===== config.mk =====
export PLATFORM = sky130hd
export DESIGN_NAME = acc_alu_unit
export DESIGN_NICKNAME = d
export VERILOG_FILES = /design/src/rtl/acc_alu_pkg.sv /design/src/rtl/acc_alu_flag_gen.sv /design/src/rtl/acc_alu_byte_core.sv /design/src/rtl/acc_alu_pair_add.sv /design/src/rtl/acc_alu_unit.sv
export SDC_FILE = /design/constraint.sdc
export NUM_CORES = 1
export LEC_CHECK = 0
export BUFFER_PORTS_ARGS = -buffer_cell sky130_fd_sc_hd__buf_2
export CORE_AREA = 4 4 110 112
export CTS_CLUSTER_DIAMETER = 100
export DETAILED_ROUTE_END_ITERATION = 12
export DIE_AREA = 0 0 114 116
export GPL_TIMING_DRIVEN = 0
export PLACE_DENSITY = 0.6
export SYNTH_ARGS = -nofsm -noshare
export SYNTH_HDL_FRONTEND = slang
export SYNTH_SLANG_ARGS = --single-unit

===== constraint.sdc =====
create_clock -name clk -period 4.18 [get_ports clk]
set_input_delay 0.418 -clock clk [delete_from_list [all_inputs] [get_ports clk]]
set_output_delay 0.418 -clock clk [all_outputs]
set_load 0.01 [all_outputs]

===== src/rtl/acc_alu_pkg.sv =====
package acc_alu_pkg;

    typedef enum logic [3:0] {
        OP_ADD  = 4'd0,
        OP_ADC  = 4'd1,
        OP_SUB  = 4'd2,
        OP_CMP  = 4'd3,
        OP_AND  = 4'd4,
        OP_OR   = 4'd5,
        OP_XOR  = 4'd6,
        OP_ROLC = 4'd7,
        OP_RORC = 4'd8,
        OP_ROLT = 4'd9,
        OP_RORT = 4'd10,
        OP_PAIR = 4'd11
    } alu_op_t;

    typedef struct packed {
        logic s;
        logic z;
        logic p;
        logic c;
    } alu_flags_t;

    function automatic logic is_logic_op(alu_op_t op);
        return (op == OP_AND) || (op == OP_OR) || (op == OP_XOR);
    endfunction

    function automatic logic is_szp_op(alu_op_t op);
        return (op == OP_ADD) || (op == OP_ADC) || (op == OP_SUB) ||
               (op == OP_CMP) || is_logic_op(op);
    endfunction

    function automatic logic is_rot_op(alu_op_t op);
        return (op == OP_ROLC) || (op == OP_RORC) ||
               (op == OP_ROLT) || (op == OP_RORT);
    endfunction

endpackage


===== src/rtl/acc_alu_flag_gen.sv =====
module acc_alu_flag_gen #(
    parameter int DATA_W = 8
) (
    input  logic [DATA_W-1:0] val_i,
    output logic              sign_o,
    output logic              zero_o,
    output logic              par_o
);
    assign sign_o = val_i[DATA_W-1];
    assign zero_o = (val_i == '0);
    assign par_o  = ~(^val_i);
endmodule


===== src/rtl/acc_alu_byte_core.sv =====
module acc_alu_byte_core
    import acc_alu_pkg::*;
#(
    parameter int DATA_W = 8
) (
    input  alu_op_t           op_i,
    input  logic [DATA_W-1:0] a_i,
    input  logic [DATA_W-1:0] b_i,
    input  alu_flags_t        fl_i,
    output logic [DATA_W-1:0] res_o,
    output alu_flags_t        fl_o
);
    localparam int EXT_W = DATA_W + 1;

    logic [EXT_W-1:0]  ext;
    logic [DATA_W-1:0] val;
    logic              new_c;
    logic              s_w, z_w, p_w;

    always_comb begin
        ext   = '0;
        val   = a_i;
        new_c = fl_i.c;
        unique case (op_i)
            OP_ADD: begin
                ext   = {1'b0, a_i} + {1'b0, b_i};
                val   = ext[DATA_W-1:0];
                new_c = ext[DATA_W];
            end
            OP_ADC: begin
                ext   = {1'b0, a_i} + {1'b0, b_i} + {{DATA_W{1'b0}}, fl_i.c};
                val   = ext[DATA_W-1:0];
                new_c = ext[DATA_W];
            end
            OP_SUB, OP_CMP: begin
                ext   = {1'b0, a_i} - {1'b0, b_i};
                val   = ext[DATA_W-1:0];
                new_c = ext[DATA_W];
            end
            OP_AND: begin val = a_i & b_i; new_c = 1'b0; end
            OP_OR:  begin val = a_i | b_i; new_c = 1'b0; end
            OP_XOR: begin val = a_i ^ b_i; new_c = 1'b0; end
            OP_ROLC: begin
                val   = {a_i[DATA_W-2:0], a_i[DATA_W-1]};
                new_c = a_i[DATA_W-1];
            end
            OP_RORC: begin
                val   = {a_i[0], a_i[DATA_W-1:1]};
                new_c = a_i[0];
            end
            OP_ROLT: begin
                val   = {a_i[DATA_W-2:0], fl_i.c};
                new_c = a_i[DATA_W-1];
            end
            OP_RORT: begin
                val   = {fl_i.c, a_i[DATA_W-1:1]};
                new_c = a_i[0];
            end
            default: begin
                val   = a_i;
                new_c = fl_i.c;
            end
        endcase
    end

    acc_alu_flag_gen #(.DATA_W(DATA_W)) u_flags (
        .val_i  (val),
        .sign_o (s_w),
        .zero_o (z_w),
        .par_o  (p_w)
    );

    always_comb begin
        res_o = (op_i == OP_CMP) ? a_i : val;
        fl_o  = fl_i;
        if (is_szp_op(op_i)) begin
            fl_o = '{s: s_w, z: z_w, p: p_w, c: new_c};
        end else if (is_rot_op(op_i)) begin
            fl_o.c = new_c;
        end
    end
endmodule


===== src/rtl/acc_alu_pair_add.sv =====
module acc_alu_pair_add #(
    parameter int PAIR_W = 16
) (
    input  logic [PAIR_W-1:0] hl_i,
    input  logic [PAIR_W-1:0] pair_i,
    output logic [PAIR_W-1:0] sum_o,
    output logic              carry_o
);
    logic [PAIR_W:0] wide;
    assign wide    = {1'b0, hl_i} + {1'b0, pair_i};
    assign sum_o   = wide[PAIR_W-1:0];
    assign carry_o = wide[PAIR_W];
endmodule


===== src/rtl/acc_alu_unit.sv =====
module acc_alu_unit
    import acc_alu_pkg::*;
#(
    parameter int DATA_W = 8,
    localparam int PAIR_W = 2 * DATA_W
) (
    input  logic              clk,
    input  logic              rst,
    input  logic              en_i,
    input  logic [3:0]        op_i,
    input  logic [DATA_W-1:0] acc_i,
    input  logic [DATA_W-1:0] opnd_i,
    input  logic [3:0]        flags_i,
    input  logic [PAIR_W-1:0] hl_i,
    input  logic [PAIR_W-1:0] pair_i,
    output logic [DATA_W-1:0] acc_o,
    output logic [3:0]        flags_o,
    output logic [PAIR_W-1:0] hl_o
);
    alu_op_t           op;
    alu_flags_t        fl_in, core_fl, next_fl;
    logic [DATA_W-1:0] core_res;
    logic [PAIR_W-1:0] pair_sum;
    logic              pair_c;

    assign op    = alu_op_t'(op_i);
    assign fl_in = alu_flags_t'(flags_i);

    acc_alu_byte_core #(.DATA_W(DATA_W)) u_core (
        .op_i  (op),
        .a_i   (acc_i),
        .b_i   (opnd_i),
        .fl_i  (fl_in),
        .res_o (core_res),
        .fl_o  (core_fl)
    );

    acc_alu_pair_add #(.PAIR_W(PAIR_W)) u_pair (
        .hl_i    (hl_i),
        .pair_i  (pair_i),
        .sum_o   (pair_sum),
        .carry_o (pair_c)
    );

    always_comb begin
        next_fl = core_fl;
        if (op == OP_PAIR) next_fl.c = pair_c;
    end

    always_ff @(posedge clk) begin
        if (rst) begin
            acc_o   <= '0;
            flags_o <= '0;
            hl_o    <= '0;
        end else if (en_i) begin
            acc_o   <= core_res;
            flags_o <= next_fl;
            hl_o    <= (op == OP_PAIR) ? pair_sum : hl_i;
        end
    end

    assert_hold_R10: assert property (@(posedge clk) disable iff (rst)
        !en_i |=> ($stable(acc_o) && $stable(flags_o) && $stable(hl_o)));

    assert_cmp_keeps_acc_R4: assert property (@(posedge clk) disable iff (rst)
        (en_i && op_i == 4'd3) |=> (acc_o == $past(acc_i)));

    assert_cmp_zero_R4: assert property (@(posedge clk) disable iff (rst)
        (en_i && op_i == 4'd3 && acc_i == opnd_i) |=> (flags_o[2] && !flags_o[0]));

    assert_logic_clears_c_R5: assert property (@(posedge clk) disable iff (rst)
        (en_i && (op_i == 4'd4 || op_i == 4'd5 || op_i == 4'd6)) |=> !flags_o[0]);

    assert_pair_only_c_R9: assert property (@(posedge clk) disable iff (rst)
        (en_i && op_i == 4'd11) |=>
        (flags_o[3:1] == $past(flags_i[3:1]) && acc_o == $past(acc_i)));

    assert_rot_only_c_R7: assert property (@(posedge clk) disable iff (rst)
        (en_i && op_i >= 4'd7 && op_i <= 4'd10) |=>
        (flags_o[3:1] == $past(flags_i[3:1])));

    assert_zero_flag_R6: assert property (@(posedge clk) disable iff (rst)
        (en_i && op_i <= 4'd6 && op_i != 4'd3) |=> (flags_o[2] == (acc_o == '0)));

    assert_undef_pass_R11: assert property (@(posedge clk) disable iff (rst)
        (en_i && op_i >= 4'd12) |=>
        (acc_o == $past(acc_i) && flags_o == $past(flags_i) && hl_o == $past(hl_i)));
endmodule


==> flow_summary_export.csv, run 1 <==
group,metric,value,unit
outcome,status,"finished clean",
cts,cts_sinks,28,
cts,cts_buffer_depth,2,
pwr,power.density,245,nW/um^2
placement,placedInstanceArea,4520,um^2
cts,cts_made_buffers,3,
cells_and_area,layout_common_cells,"buf_2, nor2_1, a21oi_1",
cells_and_area,final_common_cell,"buf_2",
cells_and_area,areaGrowthSynthToFinish,17.8,%
setup_path,cpMostUsedCell,"xnor2_1",
setup_path,end_kind,"register",
worst_hold_path,holdPathStages,3,
global_route,grt_use_total,0.196,
synthesis,avgSynthCellArea,7.35,um^2
sta,setup_viol,0,
floorplanning,core,11200,um^2
setup_path,crit_slowest_cell,"fa_1",
sta,hold_viol,0,
sta,period_share,0.926,
drt,via_per_inst,5.81,
sta,clock.fmax,258,MHz
synthesis,ys_async_sr_fraction,0,
worst_hold_path,min_path_type,"in -> reg",
cts,clk_pin_slew,70,ps
drt,antenna_left,0,
cells_and_area,drive_above_1_share,0.172,
synthesis,yosys_register_bits,28,
cts,hold_buffers,0,
cts,cts_htree_levels,1,
sta,tightest_slew,966,ps
global_route,antenna_found_initial,0,
global_route,grt_pass1_vias,4273,
pwr,ir_worst_vdd,247,uV
sta,rsz0062_at_grt,"false",
floorplanning,die_h,116,um
cells_and_area,fill_cells,1202,
drt,via_count,4444,
drt,route.detailed.drc,0,
synthesis,netlist_area,3930,um^2
cells_and_area,finalNonFillerCells,765,
placement,dp_hpwl,10700,um
cts,post_cts_buffers,0,
cts,cts_root_buf,"clkbuf_16",
synthesis,synth_cells,535,
synthesis,syn_nets,645,
sta,relSlewSlack,0.350,
setup_path,crit_path_start_kind,"input pin",
sta,fin_crit,3870,ps
placement,gp_congestion,0.910,
synthesis,synth_edf_count,0,
placement,placed_cells,761,
synthesis,synth_flop_cell,"dfxtp_1",
floorplanning,dieArea,13200,um^2
setup_path,worstPathRequired,4350,ps
setup_path,slowest_delay,510,ps
sta,drv_slew,0,
setup_path,worst_ep_arrival_time,4050,ps
cts,ctsResizeCount,0,
cts,clock_latency,260,ps
job,drv_cap,0,
drt,firstDrtPassIters,5,
synthesis,yosysSeqAreaShare,0.143,
sta,clock_skew,0,ps
floorplanning,rows,39,
setup_path,critPathKind,"in -> reg",
cells_and_area,antennaDiodeCount,0,
floorplanning,fp.dieW,114,um
floorplanning,ios,87,
cells_and_area,final_net_count,733,
synthesis,yosys_warnings,0,
floorplanning,initial_core_util,0.350,
drt,avgRoutedWirePerCell,17.5,um
synthesis,ys_types,71,
drt,routed_wirelength,13400,um
drt,first_iter_violations,359,
cells_and_area,design_area,4630,um^2
global_route,grt_pass1_wl,21300,um
sta,tns,0,ps
placement,place.port_buffers,83,
setup_path,rr_worst_depth,4,
setup_path,crit_chain,"buf_2 -> ha_1 -> fa_1 -> a211o_1 -> a211o_1 -> nor4_2 -> nand3_1 -> xnor2_1 -> a21oi_1 -> o21bai_1 -> ha_1 -> xnor2_1 -> xnor2_1 -> nand2_1 -> a311oi_1",
setup_path,cp_max_fo,7,
pwr,leakagePower,2.03,nW
global_route,grt-ovfl-total,0,
cts,cts_tree,"built",
global_route,grt_max_degree,17,
-- Yosys cell counts (3+ instances only) --
master    number  area (um^2)
a211o_1        7         61.3
xor2_1         3         26.3
o21ai_0       27          135
o21ai_1        7         35.0
o221ai_1       6         52.6
fa_1           3         60.1
a221oi_1       3         26.3
o21a_1         9         67.6
nor2_1        53          199
and3_1         3         18.8
a21o_1         6         45.0
a21oi_1       50          250
ha_1          48          601
a211oi_1      16          120
clkbuf_1      23         86.3
inv_1         31          116
o211ai_1       7         52.6
o31a_1         3         26.3
or3_1          7         43.8
nor3_1         8         40.0
xnor2_1       17          149
a32oi_1        3         26.3
o21bai_1       5         37.5
buf_1          4         15.0
a31oi_1        6         37.5
nand2b_1       3         18.8
o31ai_1        3         22.5
nor2b_1        9         56.3
o22ai_1        7         43.8
dfxtp_1       28          561
and2_1         4         25.0
nand3_1        8         40.0
nand4_1        3         18.8
nand2_1       41          154
mux2i_1        8         80.1
buf_2          5         25.0
nor3b_1        7         52.6
a311oi_1      10         87.6
-- cells by family after synthesis --
group | Yosys count | synth area share
buffers and inverters | 64 | 0.0627
and+or+nand+nor | 160 | 0.198
muxes | 10 | 0.0261
AOI/OAI and AO/OA | 201 | 0.352
adders and majority gates | 51 | 0.168
xor gates and xnor gates | 21 | 0.0506
DFF | 28 | 0.143
-- power breakdown --
group / switching (W) / total, W / leakage (nW) / internal [W]
Combinational: 0.000317 / 0.000546 / 1.75 / 0.000229
Clock: 0.0000970 / 0.000288 / 0.0511 / 0.000191
Sequential: 0.0000120 / 0.000301 / 0.232 / 0.000289
Total: 0.000426 / 0.00113 / 2.03 / 0.000709
-- cell type report --
type                    count  area (um^2)  area share
multi-input cells         443         3120       0.675
plain buffers              32          126      0.0273
well taps                 143          179      0.0386
repair buffers             83          415      0.0897
clock inverters             1         30.0     0.00649
flip-flops and latches     28          561       0.121
clock buffers               3         75.1      0.0162
inverters                  32          120      0.0259
-- metrics by stage --
stage / utilization / hold WS (ps) / setup slack (ps) / total power [W]
4_1_cts: 0.412 / 424 / 321 / 0.00113
3_3_place_gp: 0.403 / 463 / 39.0 / 0.000837
3_5_place_dp: 0.403 / 466 / 68.4 / 0.000846
2_1_floorplan: - / 479 / 739 / 0.000683
5_1_grt: 0.412 / 448 / 98.0 / 0.00121
6_report: 0.412 / 423 / 308 / 0.00113
-- critical path, delay by kind of cell --
family                     cells  cell delay (ps)
xor gates and xnor gates       3              480
buffers and inverters          1              160
adders and majority gates      3             1050
AOI/OAI and AO/OA              5             1440
and+or+nand+nor                3              490
-- metal layers --
layer  routed length (um)  global-route usage
met1                 6190               0.271
met2                 6100               0.325
met3                  900              0.0334
met4                  162              0.0372
met5                    0                   0
-- registers in the layout, indices dropped and copies added (netlist names) --
register / flops
acc_o: 8
flags_o: 4
hl_o: 16
-- final timing paths --
kind	from	to	slack (ps)
setup reg to reg	flags_o[0]$_SDFFE_PP0P_	flags_o[0]$_SDFFE_PP0P_	3110
hold / removal	hl_i[6]	hl_o[6]$_SDFFE_PP0P_	420
hold reg to reg	acc_o[1]$_SDFFE_PP0P_	acc_o[1]$_SDFFE_PP0P_	480
setup / recovery	acc_i[0]	flags_o[1]$_SDFFE_PP0P_	310
No activity file was read; power rests on OpenSTA's default activity.
==> inputs of run 2 (changes only) <==
--- a/config.mk
+++ b/config.mk
@@ -6,12 +6,13 @@
 export NUM_CORES = 1
 export LEC_CHECK = 0
 export BUFFER_PORTS_ARGS = -buffer_cell sky130_fd_sc_hd__buf_2
-export CORE_AREA = 4 4 110 112
+export CORE_AREA = 4 4 92 94
 export CTS_CLUSTER_DIAMETER = 100
 export DETAILED_ROUTE_END_ITERATION = 12
-export DIE_AREA = 0 0 114 116
+export DIE_AREA = 0 0 96 98
 export GPL_TIMING_DRIVEN = 0
-export PLACE_DENSITY = 0.6
+export PLACE_DENSITY = 0.8
+export SLEW_MARGIN = 20
 export SYNTH_ARGS = -nofsm -noshare
 export SYNTH_HDL_FRONTEND = slang
 export SYNTH_SLANG_ARGS = --single-unit
==> run 2 against run 1 <==
- sequential power is essentially flat
- sequential cell count did not move
- global-route usage grew 6.7 points
- setup slack improved by 30 ps
- power shrank 5.9%
- die area down 29%
- register-to-register slack got worse by 60 ps
- via count grew 1.7%
- count of clock-buffer cells in the layout unchanged
- clock power fell by 24%
- final area decreased by 1.8%
- critical path type unchanged
- critical endpoint unchanged
==> flow_summary_export.csv, run 2 (same netlist as run 1, synthesis figures left out) <==
group,metric,value,unit
setup_path,crit_chain,"buf_2 -> ha_1 -> fa_1 -> a211o_1 -> a211o_1 -> nor4_2 -> nand3_1 -> xnor2_1 -> a21oi_2 -> o21bai_1 -> ha_1 -> xnor2_1 -> xnor2_1 -> nand2_1 -> a311oi_1",
floorplanning,dieArea,9410,um^2
worst_hold_path,holdPathStages,3,
drt,via_per_inst,6.24,
setup_path,rr_worst_depth,4,
cells_and_area,antennaDiodeCount,0,
placement,place.port_buffers,83,
pwr,ir_worst_vdd,150,uV
cells_and_area,final_net_count,733,
global_route,antenna_found_initial,0,
sta,hold_viol,0,
cts,cts_root_buf,"clkbuf_8",
sta,period_share,0.919,
cells_and_area,largest_reg_flops,16,
worst_hold_path,hp-start,"hl_i[6]",
global_route,grt_pass1_vias,4244,
setup_path,rr_endpoint,"flags_o[0]$_SDFFE_PP0P_",
placement,dp_slack,35.0,ps
sta,drv_slew,0,
placement,placed_cells,720,
global_route,grt_pass1_wl,20200,um
setup_path,crit_path_start_kind,"input pin",
drt,antenna_left,0,
sta,relSlewSlack,0.330,
pwr,power.density,235,nW/um^2
cts,cts_buffer_depth,2,
cts,clock_latency,270,ps
floorplanning,rows,32,
sta,postLayoutSetupSlackWorst,339,ps
setup_path,cpMostUsedCell,"xnor2_1",
worst_hold_path,min_path_type,"in -> reg",
floorplanning,core,7650,um^2
drt,firstDrtPassIters,5,
drt,route.detailed.drc,0,
drt,dr_wl_met2,5900,um
cells_and_area,finalNonFillerCells,724,
placement,gp_congestion,0.947,
setup_path,reg2reg_from,"flags_o[0]$_SDFFE_PP0P_",
placement,dp_hpwl,10100,um
setup_path,slowest_delay,520,ps
cells_and_area,drive_above_1_share,0.174,
floorplanning,fp.dieW,96,um
sta,tns,0,ps
outcome,status,"finished clean",
cells_and_area,regMostFlops,"hl_o",
worst_hold_path,whs_endpoint,"hl_o[6]$_SDFFE_PP0P_",
cells_and_area,utilization,0.595,
sta,hold_slack,405,ps
job,drv_cap,0,
drt,top_layer,"met4",
cts,clk_pin_slew,110,ps
setup_path,worstPathRequired,4370,ps
drt,wl_met1,5450,um
floorplanning,ios,87,
cells_and_area,reg.largest.list,"hl_o (16), acc_o (8), flags_o (4)",
cells_and_area,areaGrowthSynthToFinish,15.7,%
floorplanning,die_h,98,um
sta,tightest_slew,996,ps
cts,cts_made_buffers,3,
setup_path,crit_slowest_cell,"fa_1",
global_route,grt_use_total,0.263,
cts,cts_htree_levels,1,
drt,route.met3.wl,1280,um
floorplanning,initial_core_util,0.514,
sta,clock.fmax,260,MHz
sta,setup_viol,0,
setup_path,path_buf_inv,1,
setup_path,reg2reg_setup_slack,3050,ps
pwr,leakagePower,2.02,nW
global_route,grt_max_degree,17,
drt,routed_wirelength,12900,um
setup_path,end_kind,"register",
sta,rsz0062_at_grt,"false",
sta,fin_crit,3840,ps
drt,first_iter_violations,416,
cells_and_area,final_common_cell,"buf_2",
setup_path,worst_ep_arrival_time,4040,ps
drt,avgRoutedWirePerCell,17.8,um
setup_path,crit_family,"compound AO/OA/AOI/OAI gates",
drt,via_count,4521,
global_route,grt-ovfl-total,0,
setup_path,critPathKind,"in -> reg",
cts,post_cts_buffers,0,
cts,cts_sinks,28,
cts,cts_tree,"built",
cells_and_area,layout_common_cells,"buf_2, nor2_1, a21oi_1",
sta,clock_skew,0,ps
setup_path,cp_max_fo,7,
## run 2: cell counts in the layout (fill, tap and decap cells not counted)
No cell type changed its count.
## run 2: final cells by class
class | count | area, um^2
multi-input cells | 443 | 3130
clock inverters | 1 | 30.0
fillers | 762 | 3100
inverters | 32 | 120
flip-flops and latches | 28 | 561
plain buffers | 32 | 126
clock buffers | 3 | 41.3
repair buffers | 83 | 415
well taps | 102 | 128
## run 2: repair_timing
action                     in CTS  in global routing
resized for setup               0                  1
hold buffers                    0                  0
setup endpoints to repair       0                  1
## run 2: how the worst max path moves through the flow
| stage | cells after the start | endpoint | start | slack [ps] |
|---|---|---|---|---|
| 2_1_floorplan | 14 | flags_o[1]$_SDFFE_PP0P_ | acc_i[0] | 740 |
| 5_1_grt | 15 | flags_o[1]$_SDFFE_PP0P_ | acc_i[0] | 90 |
| 3_3_place_gp | 15 | flags_o[1]$_SDFFE_PP0P_ | acc_i[0] | 50 |
| 3_5_place_dp | 15 | flags_o[1]$_SDFFE_PP0P_ | acc_i[0] | 30 |
| 6_report | 15 | flags_o[1]$_SDFFE_PP0P_ | acc_i[0] | 340 |
| 4_1_cts | 15 | flags_o[1]$_SDFFE_PP0P_ | acc_i[0] | 310 |
## run 2: report_power, final
part / internal (W) / switching, W / total (W)
Combinational: 0.000230 / 0.000317 / 0.000547
Clock: 0.000128 / 0.0000920 / 0.000220
Sequential: 0.000289 / 0.0000118 / 0.000300
## run 2: tightest hold or removal path, delay by kind of cell
family | cells | cell delay, ps
buffers and inverters | 1 | 110
and+or+nand+nor | 1 | 50
AOI/OAI and AO/OA | 1 | 80
## run 2: stage by stage
stage	area (um^2)	power, W
detailed placement	4470	0.000840
finish	4550	0.00107
global placement	4470	0.000826
global route	4550	0.00114
CTS	4540	0.00106
floorplan	3930	0.000683
## run 2: per-layer routing
metal	up-vias	GRT usage
met5	-	0
met4	0	0.0569
met3	27	0.0408
met2	259	0.414
met1	2079	0.376
li1	2156	-
==> inputs of run 3 (changes only) <==
--- a/config.mk
+++ b/config.mk
@@ -6,12 +6,14 @@
 export NUM_CORES = 1
 export LEC_CHECK = 0
 export BUFFER_PORTS_ARGS = -buffer_cell sky130_fd_sc_hd__buf_2
-export CORE_AREA = 4 4 92 94
+export CELL_PAD_IN_SITES_DETAIL_PLACEMENT = 2
+export CELL_PAD_IN_SITES_GLOBAL_PLACEMENT = 2
+export CORE_AREA = 4 4 101 141
 export CTS_CLUSTER_DIAMETER = 100
 export DETAILED_ROUTE_END_ITERATION = 12
-export DIE_AREA = 0 0 96 98
+export DIE_AREA = 0 0 105 145
 export GPL_TIMING_DRIVEN = 0
-export PLACE_DENSITY = 0.8
+export PLACE_DENSITY = 0.84
 export SLEW_MARGIN = 20
 export SYNTH_ARGS = -nofsm -noshare
 export SYNTH_HDL_FRONTEND = slang
==> run 3 against run 2 <==
- combinational power increased by 8.0%
- register-to-register slack got worse by 150 ps
- critical path depth unchanged
- sequential cell count unchanged
- setup slack got worse by 88 ps
- count of clock-buffer cells in the layout unchanged
- sequential share of layout area decreased by 0.28 points
- clock power increased by 34%
==> flow_summary_export.csv, run 3 (same netlist as run 1, synthesis figures left out) <==
group,metric,value,unit
floorplanning,rows,49,
drt,via_count,4641,
sta,hold_slack,429,ps
drt,via_per_inst,5.99,
cts,clock_latency,270,ps
outcome,status,"finished clean",
global_route,grt_use_met3,0.0236,
setup_path,worstPathRequired,4370,ps
setup_path,slowest_delay,520,ps
drt,firstDrtPassIters,4,
setup_path,worst_ep_arrival_time,4120,ps
cts,post_cts_buffers,0,
global_route,grt_use_met2,0.448,
cts,hold_buffers,0,
cells_and_area,reg.largest.list,"hl_o (16), acc_o (8), flags_o (4)",
global_route,grt-ovfl-total,0,
cts,cts_tree,"built",
setup_path,path_buf_inv,1,
cells_and_area,regMostFlops,"hl_o",
placement,dp_slack,-80.5,ps
worst_hold_path,min_path_type,"in -> reg",
cells_and_area,largest_reg_flops,16,
setup_path,critPathKind,"in -> reg",
global_route,antenna_found_initial,0,
sta,rsz0062_at_grt,"false",
cts,cts_root_buf,"clkbuf_16",
floorplanning,initial_core_util,0.305,
drt,route.detailed.drc,0,
drt,antenna_left,0,
cts,cts_made_buffers,3,
floorplanning,fp.dieW,105,um
floorplanning,die_h,145,um
global_route,use_met1,0.234,
pwr,ir_worst_vdd,141,uV
sta,relSlewSlack,0.330,
global_route,gr-max-usage-layer,"met2",
setup_path,cpMostUsedCell,"xnor2_1",
cells_and_area,areaGrowthSynthToFinish,18.5,%
setup_path,crit_path_start_kind,"input pin",
cells_and_area,layout_common_cells,"buf_2, nor2_1, a21oi_1",
drt,avgRoutedWirePerCell,22.7,um
drt,first_iter_violations,170,
global_route,grt_pass1_wl,28200,um
setup_path,cp_max_fo,7,
cts,clk_pin_slew,80,ps
cts,cts_htree_levels,1,
cells_and_area,final_common_cell,"buf_2",
sta,clock.fmax,255,MHz
drt,routed_wirelength,17600,um
cts,cts_buffer_depth,2,
global_route,grt_pass1_vias,5314,
setup_path,crit_chain,"buf_2 -> ha_1 -> fa_1 -> a211o_1 -> a2111o_1 -> o211ai_2 -> nand3_1 -> xnor2_1 -> a21oi_1 -> o21bai_1 -> ha_1 -> xnor2_1 -> xnor2_1 -> nand2_1 -> a311oi_1",
job,drv_cap,0,
cells_and_area,drive_above_1_share,0.174,
sta,tightest_slew,995,ps
floorplanning,core,12900,um^2
placement,dp_hpwl,14500,um
global_route,grt_use_total,0.227,
global_route,grt_max_degree,17,
cells_and_area,antennaDiodeCount,0,
cts,ctsResizeCount,0,
setup_path,crit_family,"compound AO/OA/AOI/OAI gates",
setup_path,end_kind,"register",
placement,place.port_buffers,83,
floorplanning,dieArea,15200,um^2
floorplanning,ios,87,
sta,fin_crit,3930,ps
sta,drv_slew,0,
sta,period_share,0.940,
setup_path,crit_slowest_cell,"fa_1",
cts,cts_sinks,28,
placement,placedInstanceArea,4540,um^2
cells_and_area,final_net_count,733,
cells_and_area,design_area,4660,um^2
sta,postLayoutSetupSlackWorst,251,ps
sta,setup_viol,0,
placement,gp_congestion,0.900,
sta,hold_viol,0,
pwr,power.density,255,nW/um^2
sta,clock_skew,0,ps
pwr,leakagePower,2.03,nW
run 3: cell counts in the layout (fill, tap and decap cells not counted):
No cell type changed its count.
run 3: metal layers:
metal / wire [um] / vias to the layer above
li1: - / 2155
met3: 641 / 42
met4: 751 / 0
met2: 9720 / 140
met5: 0 / -
met1: 6490 / 2304
run 3: final timing paths:
path | slack [ps] | cells after the start | to | startpoint
worst max-delay path | 250 | 15 | flags_o[1]$_SDFFE_PP0P_ | acc_i[0]
worst min-delay path | 430 | 3 | hl_o[8]$_SDFFE_PP0P_ | hl_i[8]
worst max register to register | 2900 | 4 | flags_o[0]$_SDFFE_PP0P_ | flags_o[0]$_SDFFE_PP0P_
worst min register to register | 500 | 2 | acc_o[2]$_SDFFE_PP0P_ | acc_o[2]$_SDFFE_PP0P_
run 3: per-stage QoR:
stage / utilization / TNS (ps) / total power [W] / std cells
after detailed placement: 0.352 / -80.5 / 0.000888 / 771
final: 0.362 / 0 / 0.00119 / 775
after global placement: 0.352 / 0 / 0.000860 / 771
after CTS: 0.361 / 0 / 0.00119 / 775
after floorplan: - / 0 / 0.000683 / 535
after global routing: 0.362 / 0 / 0.00126 / 775
run 3: layout make-up:
class                   instances  area [um^2]
flip-flops and latches         28          561
clock inverters                 1         30.0
inverters                      32          120
fillers                      1556         8220
multi-input cells             443         3140
plain buffers                  32          126
well taps                     153          191
repair buffers                 83          415
clock buffers                   3         75.1
run 3: where the power goes:
group / leakage (nW) / internal, W / switching [W]
clock network: 0.0511 / 0.000191 / 0.000104
logic: 1.75 / 0.000232 / 0.000359
registers: 0.232 / 0.000289 / 0.0000139
run 3: worst reg2reg max path, delay by kind of cell (launching register included):
kind	cells	cell delay, ps
compound gates	3	690
flops	1	380
simple gates	1	120
